==> src/rtl/svpwm_pkg.sv <==
package svpwm_pkg;

  localparam int NPH = 3;

  // phase j is ranked ahead of phase i: larger time, or equal time and lower index
  function automatic logic ranks_ahead(input int tj, input int ti, input int j, input int i);
    return (tj > ti) || ((tj == ti) && (j < i));
  endfunction

  function automatic int clamp_to(input int v, input int hi);
    if (v < 0) return 0;
    if (v > hi) return hi;
    return v;
  endfunction

endpackage

==> src/rtl/svpwm_scale.sv <==
module svpwm_scale #(
  parameter int DW     = 16,
  parameter int PERIOD = 100,
  parameter int TW     = 10
) (
  input  logic signed [DW-1:0] ref_i,
  output logic signed [TW-1:0] t_o
);
  localparam int PW = DW + $clog2(PERIOD) + 2;
  localparam logic signed [PW-1:0] PER_S = PW'(PERIOD);

  logic signed [PW-1:0] prod;

  always_comb begin
    prod = PW'(ref_i) * PER_S;
    t_o  = TW'(prod >>> (DW - 1));
  end
endmodule

==> src/rtl/svpwm_rank.sv <==
module svpwm_rank
  import svpwm_pkg::*;
#(
  parameter int TW = 10
) (
  input  logic signed [TW-1:0] t_i [3],
  output logic signed [TW-1:0] tmax_o,
  output logic signed [TW-1:0] tmin_o,
  output logic [2:0]           mid_o
);
  always_comb begin
    int rk;
    tmax_o = t_i[0];
    tmin_o = t_i[0];
    mid_o  = '0;
    for (int i = 0; i < NPH; i++) begin
      rk = 0;
      for (int j = 0; j < NPH; j++) begin
        if (j != i && ranks_ahead(int'(t_i[j]), int'(t_i[i]), j, i)) rk = rk + 1;
      end
      if (rk == 0) tmax_o = t_i[i];
      if (rk == 2) tmin_o = t_i[i];
      mid_o[i] = (rk == 1);
    end
  end
endmodule

==> src/rtl/svpwm_ontime.sv <==
module svpwm_ontime
  import svpwm_pkg::*;
#(
  parameter int TW     = 10,
  parameter int CW     = 7,
  parameter int PERIOD = 100
) (
  input  logic signed [TW-1:0] t_i [3],
  input  logic signed [TW-1:0] tmax_i,
  input  logic signed [TW-1:0] tmin_i,
  output logic [CW-1:0]        on_o [3]
);
  always_comb begin
    int ta;
    int tz;
    int off;
    int s;
    ta = int'(tmax_i) - int'(tmin_i);
    if (ta > PERIOD) ta = PERIOD;
    tz  = PERIOD - ta;
    off = (tz >>> 1) - int'(tmin_i);
    for (int i = 0; i < NPH; i++) begin
      s       = int'(t_i[i]) + off;
      on_o[i] = CW'(clamp_to(s, PERIOD));
    end
  end
endmodule

==> src/rtl/svpwm_carrier.sv <==
module svpwm_carrier #(
  parameter int PERIOD = 100,
  parameter int CW     = 7
) (
  input  logic          clk,
  input  logic          rst_n,
  output logic [CW-1:0] cnt_o,
  output logic          up_o,
  output logic          zero_o
);
  localparam logic [CW-1:0] TOP = CW'(PERIOD - 1);

  always_ff @(posedge clk) begin
    if (!rst_n) begin
      cnt_o <= '0;
      up_o  <= 1'b1;
    end else if (up_o) begin
      if (cnt_o == TOP) up_o <= 1'b0;
      else              cnt_o <= cnt_o + CW'(1);
    end else begin
      if (cnt_o == '0) up_o <= 1'b1;
      else             cnt_o <= cnt_o - CW'(1);
    end
  end

  assign zero_o = !up_o && (cnt_o == '0);

  p_cnt_range_r4: assert property (@(posedge clk) disable iff (!rst_n)
    cnt_o <= TOP);
  p_rise_r4: assert property (@(posedge clk) disable iff (!rst_n)
    (up_o && cnt_o != TOP) |=> (up_o && cnt_o == $past(cnt_o) + CW'(1)));
  p_turn_r4: assert property (@(posedge clk) disable iff (!rst_n)
    (up_o && cnt_o == TOP) |=> (!up_o && cnt_o == TOP));
  p_wrap_r4: assert property (@(posedge clk) disable iff (!rst_n)
    zero_o |=> (up_o && cnt_o == '0));
endmodule

==> src/rtl/svpwm_centre_gen.sv <==
module svpwm_centre_gen #(
  parameter int DW     = 16,
  parameter int PERIOD = 100
) (
  input  logic                         clk,
  input  logic                         rst_n,
  input  logic                         in_valid,
  output logic                         in_ready,
  input  logic signed [DW-1:0]         ref_a,
  input  logic signed [DW-1:0]         ref_b,
  input  logic signed [DW-1:0]         ref_c,
  output logic                         leg_a,
  output logic                         leg_b,
  output logic                         leg_c,
  output logic                         mid_a,
  output logic                         mid_b,
  output logic                         mid_c,
  output logic [$clog2(PERIOD+1)-1:0]  carr_cnt,
  output logic                         carr_up
);
  localparam int TW   = $clog2(PERIOD) + 3;
  localparam int CW   = $clog2(PERIOD + 1);
  localparam int HALF = PERIOD / 2;

  logic                 pend;
  logic                 accept;
  logic [2:0][DW-1:0]   ref_q;
  logic signed [TW-1:0] t_w [3];
  logic signed [TW-1:0] tmax_w;
  logic signed [TW-1:0] tmin_w;
  logic [2:0]           mid_w;
  logic [CW-1:0]        on_w [3];
  logic [2:0][CW-1:0]   cmp_q;
  logic [2:0]           mid_q;
  logic [2:0]           leg_w;
  logic [CW-1:0]        cnt;
  logic                 up;
  logic                 zero_pt;

  svpwm_carrier #(.PERIOD(PERIOD), .CW(CW)) u_carrier (
    .clk(clk), .rst_n(rst_n), .cnt_o(cnt), .up_o(up), .zero_o(zero_pt)
  );

  for (genvar g = 0; g < 3; g++) begin : g_phase
    svpwm_scale #(.DW(DW), .PERIOD(PERIOD), .TW(TW)) u_scale (
      .ref_i($signed(ref_q[g])), .t_o(t_w[g])
    );
    assign leg_w[g] = (cnt >= cmp_q[g]);
  end

  svpwm_rank #(.TW(TW)) u_rank (
    .t_i(t_w), .tmax_o(tmax_w), .tmin_o(tmin_w), .mid_o(mid_w)
  );

  svpwm_ontime #(.TW(TW), .CW(CW), .PERIOD(PERIOD)) u_ontime (
    .t_i(t_w), .tmax_i(tmax_w), .tmin_i(tmin_w), .on_o(on_w)
  );

  assign in_ready = !pend;
  assign accept   = in_valid && !pend;

  always_ff @(posedge clk) begin
    if (!rst_n) begin
      pend  <= 1'b0;
      ref_q <= '0;
      for (int i = 0; i < 3; i++) cmp_q[i] <= CW'(PERIOD - HALF);
      mid_q <= 3'b010;
    end else if (accept) begin
      pend  <= 1'b1;
      ref_q <= {ref_c, ref_b, ref_a};
    end else if (zero_pt && pend) begin
      pend  <= 1'b0;
      for (int i = 0; i < 3; i++) cmp_q[i] <= CW'(PERIOD) - on_w[i];
      mid_q <= mid_w;
    end
  end

  assign {leg_c, leg_b, leg_a} = leg_w;
  assign {mid_c, mid_b, mid_a} = mid_q;
  assign carr_cnt = cnt;
  assign carr_up  = up;

  p_hold_r3: assert property (@(posedge clk) disable iff (!rst_n)
    !zero_pt |=> ($stable(cmp_q) && $stable(mid_q)));
  p_ready_low_r2: assert property (@(posedge clk) disable iff (!rst_n)
    (!in_ready && !zero_pt) |=> !in_ready);
  p_take_r2: assert property (@(posedge clk) disable iff (!rst_n)
    (in_valid && in_ready) |=> !in_ready);
  p_mid_onehot_r9: assert property (@(posedge clk) disable iff (!rst_n)
    $countones(mid_q) == 1);
  p_order_r7: assert property (@(posedge clk) disable iff (!rst_n)
    tmax_w >= tmin_w);
  p_clamp_r8: assert property (@(posedge clk) disable iff (!rst_n)
    (on_w[0] <= CW'(PERIOD)) && (on_w[1] <= CW'(PERIOD)) && (on_w[2] <= CW'(PERIOD)));
  p_bound_r5: assert property (@(posedge clk) disable iff (!rst_n)
    (cmp_q[0] <= CW'(PERIOD)) && (cmp_q[1] <= CW'(PERIOD)) && (cmp_q[2] <= CW'(PERIOD)));
endmodule

==> config.mk <==
export PLATFORM = sky130hd
export DESIGN_NAME = svpwm_centre_gen
export DESIGN_NICKNAME = d
export VERILOG_FILES = /design/src/rtl/svpwm_pkg.sv /design/src/rtl/svpwm_scale.sv /design/src/rtl/svpwm_rank.sv /design/src/rtl/svpwm_ontime.sv /design/src/rtl/svpwm_carrier.sv /design/src/rtl/svpwm_centre_gen.sv
export SDC_FILE = /design/constraint.sdc
export NUM_CORES = 1
export LEC_CHECK = 0
export BUFFER_PORTS_ARGS = -buffer_cell sky130_fd_sc_hd__buf_2
export CORE_AREA = 2 2 131 261
export CTS_CLUSTER_SIZE = 24
export DETAILED_ROUTE_END_ITERATION = 12
export DIE_AREA = 0 0 133 263
export GPL_TIMING_DRIVEN = 0
export PLACE_DENSITY_LB_ADDON = 0.12
export SYNTH_ARGS = -nofsm -noshare
export SYNTH_HDL_FRONTEND = slang
export SYNTH_SLANG_ARGS = --single-unit
==> constraint.sdc <==
create_clock -name clk -period 18.3 [get_ports clk]
set_input_delay 4.575 -clock clk [delete_from_list [all_inputs] [get_ports clk]]
set_output_delay 4.575 -clock clk [all_outputs]
set_load 0.02 [all_outputs]
Word-level counts from Yosys, hierarchy flattened
Index checks and enable logic that the tools add are counted.
Word-level totals
  input bits: 51
  bits in registers: 81
  output and inout bits: 15
  logic and storage cells: 106
Cells by class
  muxes and demuxes: 37
  $mul: 3
  reductions and logical operators: 14
  bitwise logic cells: 1
  equal/unequal tests: 11
  order comparisons: 16
  add/sub/neg operators: 14
Operators by type and width (count)
  $gt A32 B8 Y1 const B: 4
  $mux W32: 4
  $add A32 B2 Y32 const B: 3
  $add A9 B32 Y32: 3
  $eq A32 B2 Y1 const B: 3
  $lt A32 B1 Y1 const B: 3
  $mux W7: 12
  $mul A16 B6 Y22 const B: 3
  $eq A32 B3 Y1 const B: 2
  $logic_not A32 Y1: 2
  $gt A9 B9 Y1: 6
  $mux W10: 4
  $sub A31 B10 Y32: 1
  $sub A8 B32 Y32 const A: 1
  $eq A9 B9 Y1: 3
  $ge A7 B7 Y1: 3
  $sub A7 B7 Y7 const A: 3
  $mux W1: 17
  $sub A10 B10 Y11: 1
  $add A7 B1 Y7 const B: 1
  $eq A7 B7 Y1 const B: 1
  $logic_not A7 Y1: 1
  $sub A7 B1 Y7 const B: 1
  $reduce_and A2 Y1: 2
  7 further kinds: 12

Logic depth before layout (Yosys ltp)
Gate-level depths: netlist (run 1).
  depth after elaboration: 21
  gate-level depth with buffers: 85
  depth with buffers taken out: 81

Cells and area by module
A second synthesis (run 1) with hierarchy kept.
Unflattened totals
  cell total of the unflattened synthesis: 2326
  area total of the unflattened synthesis: 18338.8 µm²
Modules (own cells, without submodules)
  svpwm_ontime: seq. area each 0.0 µm², times used 1, area each 8653.3 µm², cells each 1229
  svpwm_centre_gen: seq. area each 1461.4 µm², times used 1, area each 3428.3 µm², cells each 417
  svpwm_scale (g_phase[0].u_scale ...): seq. area each 0.0 µm², times used 2, area each 1537.7 µm², cells each 155
  svpwm_scale (g_phase[2].u_scale): seq. area each 0.0 µm², times used 1, area each 1430.1 µm², cells each 152
  svpwm_rank: seq. area each 0.0 µm², times used 1, area each 1214.9 µm², cells each 160
  svpwm_carrier: seq. area each 160.2 µm², times used 1, area each 536.8 µm², cells each 58

Worst setup path before layout (run 1)
Ideal clock, no wire load.
  path kind: reg2reg
  start point: register ref_q[18] (netlist bit)
  end point: register cmp_q[4] (netlist bit)
  period minus slack after synthesis: 18447 ps
  buffers on the path: 5
  data arrival time: 18302 ps
  data required time: 18155 ps
  library setup time: 145 ps
  stages on the path, launching flop included: 75
  setup slack: -147 ps
  cells stage by stage: dfxtp_1 ha_1 fa_1 ha_1 ha_1 a31o_1 a21o_1 a2111oi_2 o31ai_1 o311a_1 o21a_1 nor2_1 o21bai_1 a221o_1 xor2_1 ha_1 nand3_1 nor2_1 [39 not listed] a31oi_1 o211ai_1 or4_1 nor4_1 o211ai_1 or4_1 a2111oi_1 o2111ai_1 nor4_1 nand3_2 or3_1 ha_1 nor2_1 nor2_1 nor2_1 nor2_1 o21ai_0 o2111ai_1
On the way
  cells in the longest elaborated chain, start to end: 21
  elaborated cells on any way between the ends: 35
  those cells by class: add/sub (6); mul (1); order compare (6); eq/ne (4); mux (14); reduce/logical (4)
Ends and longest elaborated chain
  from (decl): RTL line svpwm_centre_gen.sv:27  | logic [2:0][DW-1:0] ref_q;
  from (signal assigned): RTL line svpwm_centre_gen.sv:70  | ref_q <= {ref_c, ref_b, ref_a};
  $mul A16 B6 Y22 (*): RTL line svpwm_scale.sv:15  | prod = PW'(ref_i) * PER_S;
  $gt A9 B9 Y1 / $eq A9 B9 Y1 (equally long branches): RTL line svpwm_pkg.sv:7  | return (tj > ti) || ((tj == ti) && (j < i));
  $logic_or A1 B1 Y1: RTL line svpwm_pkg.sv:7
  $mux W1: RTL line svpwm_rank.sv:19  | if (j != i && ranks_ahead(int'(t_i[j]), int'(t_i[i]), j, i)) rk = rk + 1;
  $add A32 B2 Y32: RTL line svpwm_rank.sv:19
  $mux W32: RTL line svpwm_rank.sv:19
  $eq A32 B3 Y1 / $logic_not A32 Y1 (equally long branches): RTL line svpwm_rank.sv:22, svpwm_rank.sv:21
  $mux W10, on equally long branches (2 in series): RTL line svpwm_rank.sv:22, svpwm_rank.sv:21
  [3 not listed]
  $sub A8 B32 Y32: RTL line svpwm_ontime.sv:20  | tz = PERIOD - ta;
  $sub A31 B10 Y32 (*): RTL line svpwm_ontime.sv:21  | off = (tz >>> 1) - int'(tmin_i);
  $add A9 B32 Y32 (*): RTL line svpwm_ontime.sv:23  | s = int'(t_i[i]) + off;
  $gt A32 B8 Y1: RTL line svpwm_pkg.sv:12  | if (v > hi) return hi;
  $mux W1 (2 in series): RTL line svpwm_pkg.sv:12
  $mux W7: RTL line svpwm_pkg.sv:13  | return v;
  $mux W7 (*): RTL line svpwm_pkg.sv:12
  $sub A7 B7 Y7 (*): RTL line svpwm_centre_gen.sv:73  | for (int i = 0; i < 3; i++) cmp_q[i] <= CW'(PERIOD) - on_w[i];
  to (decl): RTL line svpwm_centre_gen.sv:33  | logic [2:0][CW-1:0] cmp_q;
Every way passes the cells marked *; elsewhere a longest branch is shown, timed or not. The select of a mux whose other input is x is not followed.
A chain may end at the register's enable or synchronous reset.

Worst setup path in the final report (run 1)
  start point: register ref_q[5] (netlist bit)
  end point: register cmp_q[4] (netlist bit)
On the way
  cells in the longest elaborated chain, start to end: 21
  elaborated cells on any way between the ends: 36
  those cells by class: add/sub (7); mul (1); order compare (5); eq/ne (4); mux (15); reduce/logical (4)
Ends and longest elaborated chain (RTL line)
  $mul A16 B6 Y22 (*): svpwm_scale.sv:15
  $gt A9 B9 Y1 / $eq A9 B9 Y1 (equally long branches): svpwm_pkg.sv:7
  $logic_or A1 B1 Y1: svpwm_pkg.sv:7
  $mux W1: svpwm_rank.sv:19
  $add A32 B2 Y32: svpwm_rank.sv:19
  $mux W32: svpwm_rank.sv:19
  $eq A32 B3 Y1 / $logic_not A32 Y1 (equally long branches): svpwm_rank.sv:22, svpwm_rank.sv:21
  $mux W10, on equally long branches (2 in series): svpwm_rank.sv:22, svpwm_rank.sv:21
  [3 not listed]
  $sub A8 B32 Y32: svpwm_ontime.sv:20
  $sub A31 B10 Y32: svpwm_ontime.sv:21
  $add A9 B32 Y32 (*): svpwm_ontime.sv:23
  $gt A32 B8 Y1: svpwm_pkg.sv:12
  $mux W1 (2 in series): svpwm_pkg.sv:12
  $mux W7: svpwm_pkg.sv:13
  $mux W7 (*): svpwm_pkg.sv:12
  $sub A7 B7 Y7 (*): svpwm_centre_gen.sv:73
Marks and branches as above.

==> summary.txt, run 1 <==
STA
  – Final setup vio count: 0
  – Final hold violations: 0
  – Worst Clk Skew: 10.7 ps
  – Final Cycle Share: a little under 100%
  – Slew HR: between 15 and 20%
  – Final count of pins violating max slew: 0
  – Peak Freq: 0.0566 GHz
  – Slew @ Worst Pin: 1240 ps
  – Worst Slack Setup Final: 639 ps
  – Final worst path period need: 17660 ps

Drt
  – Post-DR vias/cell: 6.21
  – Drc violations: 0
  – DR vias: 17100
  – Initial DRC count: 850
  – Post-route ant nets: 0
  – WL/cell: between 20 and 25 um
  – DRT Wirelength: 56.4 mm
  – TritonRoute pass-1 iters: 9

Setup path
  – CP endpoint kind: register
  – CP arrival: ~18000 ps
  – Worst-path fanout max: 10
  – Crit-path slowest cell: xor2_2
  – Max incr delay on CP: about 550 ps
  – WP data required: roughly 19000 ps
  – Setup CP Type: reg -> reg
  – R2R cell count: between 70 and 80
  – Critical Path Source Type: register
  – Critical Path Source: ref_q[5]
  – RR Startpoint: ref_q[5]

CTS
  – Root buffer cell: clkbuf_16
  – CTS tree: built
  – H-tree levels: 3
  – Clock Tree Buf Depth: 2
  – Clock latency on the worst-skew pair: 360 ps
  – Hold_buf cts: 0
  – Clock slew at reported path FFs: 70 ps
  – Clock Sinks: 81
  – Number of CTS-inserted buffers: 9

Synthesis
  – Largest cells by area after synthesis: ha_1 24%, dfxtp_1 9.6%, a21oi_1 6.5%
  – Main synth FF type: dfxtp_1
  – Fraction of registers with async set/reset: 0%
  – Top-area cell type share of the netlist area: 24.5%
  – Syn_area_per_cell: 7.65 um^2
  – Post-synth cell types: between 90 and 100
  – Post-synth top area cell: ha_1
  – Synthesized area: about 0.017 mm^2
  – Mapped Cells: 2217
  – EDFF count, synth: 0
  – Register area share after synthesis: 9.56%
  – Yosys warnings: 0
  – Count of state elements after synthesis: 81

Floorplan
  – Die X: 133 um
  – Rows: between 90 and 100
  – Core box area: 0.0328 mm^2
  – Initial Utilization: around half
  – # IOs: 66
  – Die area: ~0.035 mm^2
  – Die H: 263 um

Placed design
  – I/O Buffers: 64
  – Final HPWL DP: 47.0 mm
  – Pre-CTS setup slack: -2520 ps
  – Routability cong.: 0.969

Worst hold path
  – Hold path depth: 2
  – Hold path startpoint: cmp_q[14]
  – Worst min-delay path class: reg -> reg

Global route
  – Total grt overflow: 0
  – Largest net degree at the start of global routing: 29
  – Antenna violations before repair: 0
  – Vias in the first global route: 17300
  – GR Util All Layers: roughly a third
  – First-pass GRT wire length: about 88 mm

Cells and area
  – Area grow syn2layout: 11.6%
  – Final net count: 2751
  – Share of cells above drive strength 1: 10.6%
  – Number of inserted diodes: 0
  – Fin util: roughly 58%

Run
  – Maximum capacitance violations: 0

Status
  – Run status: completed
==> path summary, 6_finish.rpt <==
kind,to,slack [ps]
min,cmp_q[14],460
max,cmp_q[4],640
max reg2reg,cmp_q[4],640
min reg2reg,cmp_q[14],460
==> stage by stage <==
stage	std cells	hold slack (ps)	TNS [ps]	instance area [um^2]
floorplan	2221	432	0	17000
detailed placement	2719	454	-29500	17900
global route	2761	495	-227	18900
global placement	2717	446	-47860	17800
finish	2761	463	0	18900
CTS	2740	462	-174	18500
==> cell usage after synthesis, types with 14 or more instances <==
| library cell | instances |
|---|---|
| nor2_1 | 158 |
| a31oi_1 | 31 |
| ha_1 | 332 |
| nand3_1 | 54 |
| nor3_1 | 47 |
| fa_1 | 44 |
| xnor2_1 | 98 |
| nor2b_1 | 33 |
| nand2b_1 | 30 |
| mux2i_1 | 21 |
| a21o_1 | 75 |
| o21a_1 | 18 |
| xor2_1 | 36 |
| dfxtp_1 | 81 |
| nor3b_1 | 15 |
| or2_2 | 18 |
| a21oi_1 | 220 |
| o21ai_0 | 120 |
| inv_1 | 134 |
| a211oi_1 | 26 |
| nand4_1 | 30 |
| and3_1 | 22 |
| nand2_1 | 220 |
| o21bai_1 | 25 |
| and2_1 | 19 |
| or3_1 | 14 |
| clkbuf_1 | 57 |
==> routing by layer <==
| layer | global-route usage [%] | part of all wire [%] | wire, um | vias up |
|---|---|---|---|---|
| met5 | 0 | 0 | 0 | - |
| met1 | 28.6 | 34 | 19200 | 8044 |
| met4 | 28.7 | 10 | 5840 | 0 |
| li1 | - | - | - | 8351 |
| met2 | 61.0 | 53 | 29900 | 492 |
| met3 | 2.46 | 2.7 | 1510 | 250 |
==> critical path: cells and delay by family, from the launching register on <==
kind | cells | cell delay (ps)
XOR/XNOR | 3 | 1220
buffers and inverters | 3 | 420
adder cells (fa/ha/maj) | 13 | 4190
AO/OA/AOI/OAI | 34 | 6800
flip-flops | 1 | 430
AND/OR/NAND/NOR | 24 | 4400
==> kinds of logic after synthesis <==
family | Yosys count | synth area share (%)
AOI/OAI and AO/OA | 679 | 26.5
xor gates and xnor gates | 138 | 7.42
adders and majority gates | 382 | 30.1
buffers and inverters | 204 | 4.55
DFF | 81 | 9.56
muxes | 31 | 1.94
other | 1 | 0.0221
and+or+nand+nor | 701 | 20.0
==> layout make-up <==
cell class | count | area, um^2
tap | 432 | 541
sequential | 81 | 1620
fill | 3137 | 13900
clock inverter | 7 | 101
multi-input combinational | 1936 | 15100
inverter | 135 | 510
timing repair inverter | 1 | 5.00
buffer | 64 | 268
timing repair buffer | 96 | 596
clock buffer | 9 | 225
==> layout by cell type (no fill, tap or decap), types with 19 or more instances in the layout <==
master,instances
ha_1,323
nand2_1,219
a21oi_1,215
nor2_1,155
inv_1,133
o21ai_0,111
xnor2_1,89
dfxtp_1,80
a21o_1,74
buf_2,68
nand3_1,54
clkbuf_1,49
nor3_1,45
fa_1,43
nor2b_1,33
nand2b_1,30
a31oi_1,30
nand4_1,30
xor2_1,29
buf_4,29
a211oi_1,25
o21bai_1,24
and3_1,22
mux2i_1,21
and2_1,19
==> state kept, by name, indices dropped and copies added (netlist names) <==
name             count
mid_q                3
u_carrier.up_o       1
ref_q               48
pend                 1
cmp_q               21
u_carrier.cnt_o      7
==> timing repair <==
action	in CTS	in global routing
gates resized for setup	39	62
gates cloned	1	1
buffers inserted	6	22
pin swaps	6	25
hold endpoints to repair	0	0
setup endpoints to repair	21	21
Power of run 1 is not shown: default switching activity piles up to over one toggle a cycle in this logic, so the estimate is an artifact.
==> run 2, diff against run 1 <==
--- a/config.mk
+++ b/config.mk
@@ -5,11 +5,12 @@
 export SDC_FILE = /design/constraint.sdc
 export NUM_CORES = 1
 export LEC_CHECK = 0
+export ABC_AREA = 1
 export BUFFER_PORTS_ARGS = -buffer_cell sky130_fd_sc_hd__buf_2
-export CORE_AREA = 2 2 131 261
+export CORE_AREA = 2 2 133 264
 export CTS_CLUSTER_SIZE = 24
 export DETAILED_ROUTE_END_ITERATION = 12
-export DIE_AREA = 0 0 133 263
+export DIE_AREA = 0 0 135 266
 export GPL_TIMING_DRIVEN = 0
 export PLACE_DENSITY_LB_ADDON = 0.12
 export SYNTH_ARGS = -nofsm -noshare
==> summary.txt, run 2 <==
Drt
  – DRT Wirelength: 55.1 mm (-2.3%)
  – Post-route ant nets: 0 (unchanged)
  – Initial DRC count: 784 (-7.8%)
  – WL/cell: 17.3 um (-16%)
  – TritonRoute pass-1 iters: 5 (-4)
  – Drc violations: 0 (unchanged)
  – DR vias: 17900 (+4.5%)
  – Post-DR vias/cell: 5.61 (-9.7%)

Cells and area
  – Max FFs per register: 48 (unchanged)
  – Commonest non-fill, non-tap cell in the layout: nand2_1
  – Sequential cell area: 0.00162 mm^2 (about the same)
  – Area occupied by multi-input gates: 0.0143 mm^2 (-5.3%)
  – Commonest non-fill, non-tap cells in the layout: 566 x nand2_1, 368 x inv_1, 332 x ha_1
  – # fillers: 3493 (+11%)
  – Largest Register: ref_q
  – Number of inserted diodes: 0 (unchanged)
  – Share of cells above drive strength 1: 6.79% (-3.8 points)
  – Area grow syn2layout: 7.10%
  – Largest registers: ref_q x48, cmp_q x21, u_carrier.cnt_o x7
  – Final net count: 3176 (+15%)

Setup path
  – CP arrival: 16860 ps (-1010 ps)
  – WP data required: 18550 ps (+40 ps)
  – R2R cell count: 81 (+5.2%)
  – Top cell by count, worst path: nand2_1
  – Worst R2R Setup Slack: 1690 ps (+1050 ps)
  – RR Startpoint: ref_q[23]
  – Setup CP Type: reg -> reg
  – Max incr delay on CP: 780 ps (+230 ps)
  – Critical Path Source Type: register
  – Reg2reg end: cmp_q[4]
  – CP endpoint kind: register
  – Worst-path fanout max: 27 (+17)
  – Crit-path slowest cell: xor2_1

STA
  – Setup TNS: 0 ps (unchanged)
  – Final setup vio count: 0 (unchanged)
  – Slew HR: 26.6% (+10 points)
  – Final Cycle Share: 90.8% (-5.8 points)
  – Final hold violations: 0 (unchanged)
  – Peak Freq: 0.0602 GHz (+6.3%)
  – Final count of pins violating max slew: 0 (unchanged)
  – Final worst path period need: 16610 ps (-1050 ps)
  – Worst Clk Skew: 15.3 ps (+4.65 ps)
  – Slew @ Worst Pin: 1070 ps (-171 ps)
  – RSZ-0062 raised after global routing: no

Worst hold path
  – Hold path startpoint: cmp_q[8]
  – Worst min-delay path class: reg -> reg
  – Worst Hold End: cmp_q[8]
  – Hold path depth: 2 (unchanged)

Global route
  – First-pass GRT wire length: 87.6 mm (-0.88%)
  – GR Util All Layers: 31.1% (-0.61 points)
  – Antenna violations before repair: 0 (unchanged)
  – Largest net degree at the start of global routing: 29 (unchanged)
  – Total grt overflow: 0 (unchanged)
  – Vias in the first global route: 18100 (+4.9%)

CTS
  – Cts repair resizes: 0 (-100%)
  – H-tree levels: 3 (unchanged)
  – Postcts setup bufs: 0 (-6)
  – Number of CTS-inserted buffers: 9 (unchanged)
  – Clock latency on the worst-skew pair: 360 ps (about the same)
  – Clock Tree Buf Depth: 2 (unchanged)
  – Hold_buf cts: 0 (unchanged)
  – CTS tree: built
  – Clock slew at reported path FFs: 70 ps (about the same)
  – Root buffer cell: clkbuf_16
  – Clock Sinks: 81 (unchanged)

Floorplan
  – Rows: 96 (+2.1%)
  – Initial Utilization: 50.9% (-0.81 points)
  – Die area: 0.0359 mm^2 (+2.7%)
  – # IOs: 66 (unchanged)
  – Core box area: 0.0341 mm^2 (+4.0%)
  – Die X: 135 um (+1.5%)
  – Die H: 266 um (+1.1%)

Synthesis
  – Top-area cell type share of the netlist area: 23.9% (-0.56 points)
  – Synthesized area: 0.0174 mm^2 (+2.3%)
  – Yosys warnings: 0 (unchanged)
  – Mapped Cells: 2668 (+20%)
  – Post-synth cell types: 64 (-34%)
  – EDFF count, synth: 0 (unchanged)
  – Fraction of registers with async set/reset: 0% (unchanged)
  – Count leader, synth: nand2_1
  – Syn_area_per_cell: 6.51 um^2 (-15%)
  – Register area share after synthesis: 9.34% (-0.22 points)
  – Largest cells by area after synthesis: ha_1 24%, nand2_1 12%, dfxtp_1 9.3%
  – Synth cell count leaders: 566 x nand2_1, 368 x inv_1, 332 x ha_1
  – Post-synth top area cell: ha_1
  – Count of state elements after synthesis: 81 (unchanged)
  – Main synth FF type: dfxtp_1

Placed design
  – I/O Buffers: 65 (+1.6%)
  – Final HPWL DP: 48.2 mm (+2.5%)
  – Routability cong.: 1.01 (+4.0%)

Run
  – Maximum capacitance violations: 0 (unchanged)

Status
  – Run status: completed
[run 2: layer usage]
layer / track usage, % / vias to the layer above / wire length, um
li1: - / 9116 / -
met1: 27.6 / 8149 / 18400
met2: 60.9 / 432 / 29600
met3: 2.68 / 218 / 1550
met4: 26.4 / 0 / 5600
met5: 0 / - / 0
[run 2: area by class of cell]
cell class / count / share of cell area [%]
well taps: 441 / 2.97
plain buffers: 23 / 0.498
clock buffers: 9 / 1.21
flip-flops and latches: 81 / 8.72
inverters: 375 / 7.57
multi-input cells: 2193 / 76.7
clock inverters: 7 / 0.458
repair buffers: 66 / 1.83
[run 2: metrics by stage]
stage / instances / utilization (%) / hold WS, ps / setup WS, ps / instance area, um^2
finish: 3195 / 54.5 / 481 / 1690 / 18600
global route: 3195 / 54.5 / 496 / 20.6 / 18600
CTS: 3195 / 54.5 / 471 / 1710 / 18600
detailed placement: 3179 / 53.6 / 457 / 1780 / 18300
global placement: 3178 / 53.5 / 443 / 1050 / 18300
floorplan: 2672 / - / 432 / 4840 / 17400
[run 2: cells by family after synthesis]
logic type	synth area share, %
xor+xnor	5.98
other cells	0.0216
simple gates	28.9
fa+ha+maj	29.0
flops	9.34
compound gates	18.1
buf+inv	8.64
[run 2: worst max-delay path by stage]
stage | startpoint | endpoint | slack [ps]
floorplan | ref_q[22] | cmp_q[4] | 4840
global placement | ref_q[21] | cmp_q[4] | 1050
detailed placement | ref_q[23] | cmp_q[4] | 1780
CTS | ref_q[23] | cmp_q[4] | 1710
global route | ref_q[23] | cmp_q[4] | 20
finish | ref_q[23] | cmp_q[4] | 1690
[run 2: worst max-delay path: cells and delay by family, from the launching register on]
family / cells / cell delay (ps)
flops: 1 / 460
simple gates: 37 / 4510
compound gates: 18 / 3900
xor+xnor: 3 / 1280
buf+inv: 11 / 2150
fa+ha+maj: 12 / 4160
Power of run 2 is left out for the same reason.
==> run 3, diff against run 2 <==
--- a/config.mk
+++ b/config.mk
@@ -7,12 +7,13 @@
 export LEC_CHECK = 0
 export ABC_AREA = 1
 export BUFFER_PORTS_ARGS = -buffer_cell sky130_fd_sc_hd__buf_2
-export CORE_AREA = 2 2 133 264
+export CORE_AREA = 2 2 125 248
 export CTS_CLUSTER_SIZE = 24
 export DETAILED_ROUTE_END_ITERATION = 12
-export DIE_AREA = 0 0 135 266
+export DIE_AREA = 0 0 127 250
 export GPL_TIMING_DRIVEN = 0
 export PLACE_DENSITY_LB_ADDON = 0.12
+export REMOVE_ABC_BUFFERS = 1
 export SYNTH_ARGS = -nofsm -noshare
 export SYNTH_HDL_FRONTEND = slang
 export SYNTH_SLANG_ARGS = --single-unit
==> summary.txt, run 3 (synthesis gave the netlist of run 2 again) <==
Status
  – Run status: completed

Cells and area
  – # fillers: 3008 (-14%)
  – Largest registers: ref_q x48, cmp_q x21, u_carrier.cnt_o x7
  – Final net count: 3154 (-0.69%)
  – Commonest non-fill, non-tap cell in the layout: nand2_1
  – Area occupied by multi-input gates: 0.0143 mm^2 (about the same)
  – Sequential cell area: 0.00162 mm^2 (unchanged)
  – Fin util: 61.4% (+6.9 points)
  – Cell area after layout: 0.0184 mm^2 (-1.0%)
  – Share of cells above drive strength 1: 6.81% (+0.018 points)
  – Max FFs per register: 48 (unchanged)
  – Commonest non-fill, non-tap cells in the layout: 566 x nand2_1, 368 x inv_1, 332 x ha_1
  – Number of inserted diodes: 0 (unchanged)
  – Area grow syn2layout: 6.02%
  – Largest Register: ref_q

Setup path
  – R2R cell count: 71 (-12%)
  – Top cell by count, worst path: nand2_1
  – CP endpoint kind: register
  – WP data required: 18470 ps (-80 ps)
  – Worst R2R Setup Slack: 1720 ps (+30 ps)
  – Crit-path leading delay family: compound AO/OA/AOI/OAI gates
  – Critical Path Source Type: register
  – Setup CP Type: reg -> reg
  – Worst-path fanout max: 25 (-7.4%)
  – Max incr delay on CP: 940 ps (+160 ps)
  – RR Startpoint: ref_q[37]
  – Crit-path slowest cell: a2111oi_0
  – Levels on crit path: 71 (-12%)
  – Reg2reg end: cmp_q[18]
  – CP arrival: 16750 ps (-110 ps)
  – CP bufs+invs: 9 (-2)

STA
  – Slew @ Worst Pin: 1210 ps (+135 ps)
  – Slew HR: 17.4% (-9.2 points)
  – Setup TNS: 0 ps (unchanged)
  – Peak Freq: 0.0603 GHz (+0.18%)
  – Worst Clk Skew: 21.8 ps (+6.47 ps)
  – RSZ-0062 raised after global routing: no
  – Final hold violations: 0 (unchanged)
  – Final Cycle Share: 90.6% (-0.16 points)
  – Hold_ws: 462 ps (-18.4 ps)
  – Final worst path period need: 16580 ps (-29.4 ps)
  – Final count of pins violating max slew: 0 (unchanged)
  – Final setup vio count: 0 (unchanged)

Floorplan
  – Rows: 90 (-6.3%)
  – Die H: 250 um (-6.0%)
  – Die X: 127 um (-5.9%)
  – # IOs: 66 (unchanged)
  – Die area: 0.0318 mm^2 (-12%)
  – Core box area: 0.0300 mm^2 (-12%)
  – Initial Utilization: 57.9% (+7.1 points)

Global route
  – First-pass GRT wire length: 79.2 mm (-9.6%)
  – Vias in the first global route: 16700 (-8.1%)
  – Antenna violations before repair: 0 (unchanged)
  – GR Util All Layers: 30.3% (-0.76 points)
  – Total grt overflow: 0 (unchanged)
  – Largest net degree at the start of global routing: 60 (+110%)

Worst hold path
  – Worst Hold End: cmp_q[15]
  – Worst min-delay path class: reg -> reg
  – Hold path depth: 2 (unchanged)
  – Hold path startpoint: cmp_q[15]

Drt
  – Initial DRC count: 976 (+24%)
  – DRT Wirelength: 47.8 mm (-13%)
  – DR vias: 17300 (-3.5%)
  – Drc violations: 0 (unchanged)
  – TritonRoute pass-1 iters: 5 (unchanged)
  – Post-DR vias/cell: 5.57 (-0.58%)
  – Post-route ant nets: 0 (unchanged)
  – WL/cell: 15.4 um (-11%)

Run
  – Maximum capacitance violations: 0 (unchanged)

CTS
  – H-tree levels: 3 (unchanged)
  – Postcts setup bufs: 0 (unchanged)
  – Root buffer cell: clkbuf_16
  – Cts repair resizes: 0 (unchanged)
  – Clock Tree Buf Depth: 2 (unchanged)
  – Clock slew at reported path FFs: 70 ps (about the same)
  – Clock latency on the worst-skew pair: 360 ps (about the same)
  – Clock Sinks: 81 (unchanged)
  – Hold_buf cts: 0 (unchanged)
  – Number of CTS-inserted buffers: 9 (unchanged)
  – CTS tree: built

Placed design
  – Final HPWL DP: 40.4 mm (-16%)
  – I/O Buffers: 65 (unchanged)
  – DP Area: 0.0181 mm^2 (-0.87%)
  – Routability cong.: 0.958 (-5.0%)
==> run 3: worst max path at each step <==
stage          startpoint   endpoint  slack (ps)
3_3_place_gp    ref_q[23]  cmp_q[18]         580
5_1_grt         ref_q[23]  cmp_q[18]          70
3_5_place_dp    ref_q[23]  cmp_q[18]        1790
4_1_cts         ref_q[23]  cmp_q[18]        1710
2_1_floorplan   ref_q[22]   cmp_q[4]        4940
6_report        ref_q[37]  cmp_q[18]        1720
==> run 3: per-layer routing <==
metal / track usage [%] / vias to the layer above / wire [um]
li1: - / 9085 / -
met1: 38.2 / 7733 / 21300
met2: 53.2 / 363 / 22700
met3: 2.66 / 100 / 1840
met4: 11.1 / 0 / 1910
met5: 0 / - / 0
==> run 3: stage by stage <==
stage / setup slack, ps / instances
floorplan: 4940 / 2649
global placement: 577 / 3082
detailed placement: 1790 / 3084
CTS: 1710 / 3100
global route: 69.4 / 3100
finish: 1720 / 3100
==> run 3: worst min-delay path, stage by stage, from the launching register on <==
cell     delay [ps]
dfxtp_1         290
inv_1            70
a21oi_1          60
==> run 3: layout make-up <==
cell class              instances  area share [%]
clock buffers                  11            1.32
clock inverters                 5           0.211
inverters                     375            7.65
multi-input cells            2193            77.6
flip-flops and latches         81            8.81
well taps                     368            2.50
repair buffers                 67            1.93
Power of run 3 is left out for the same reason.
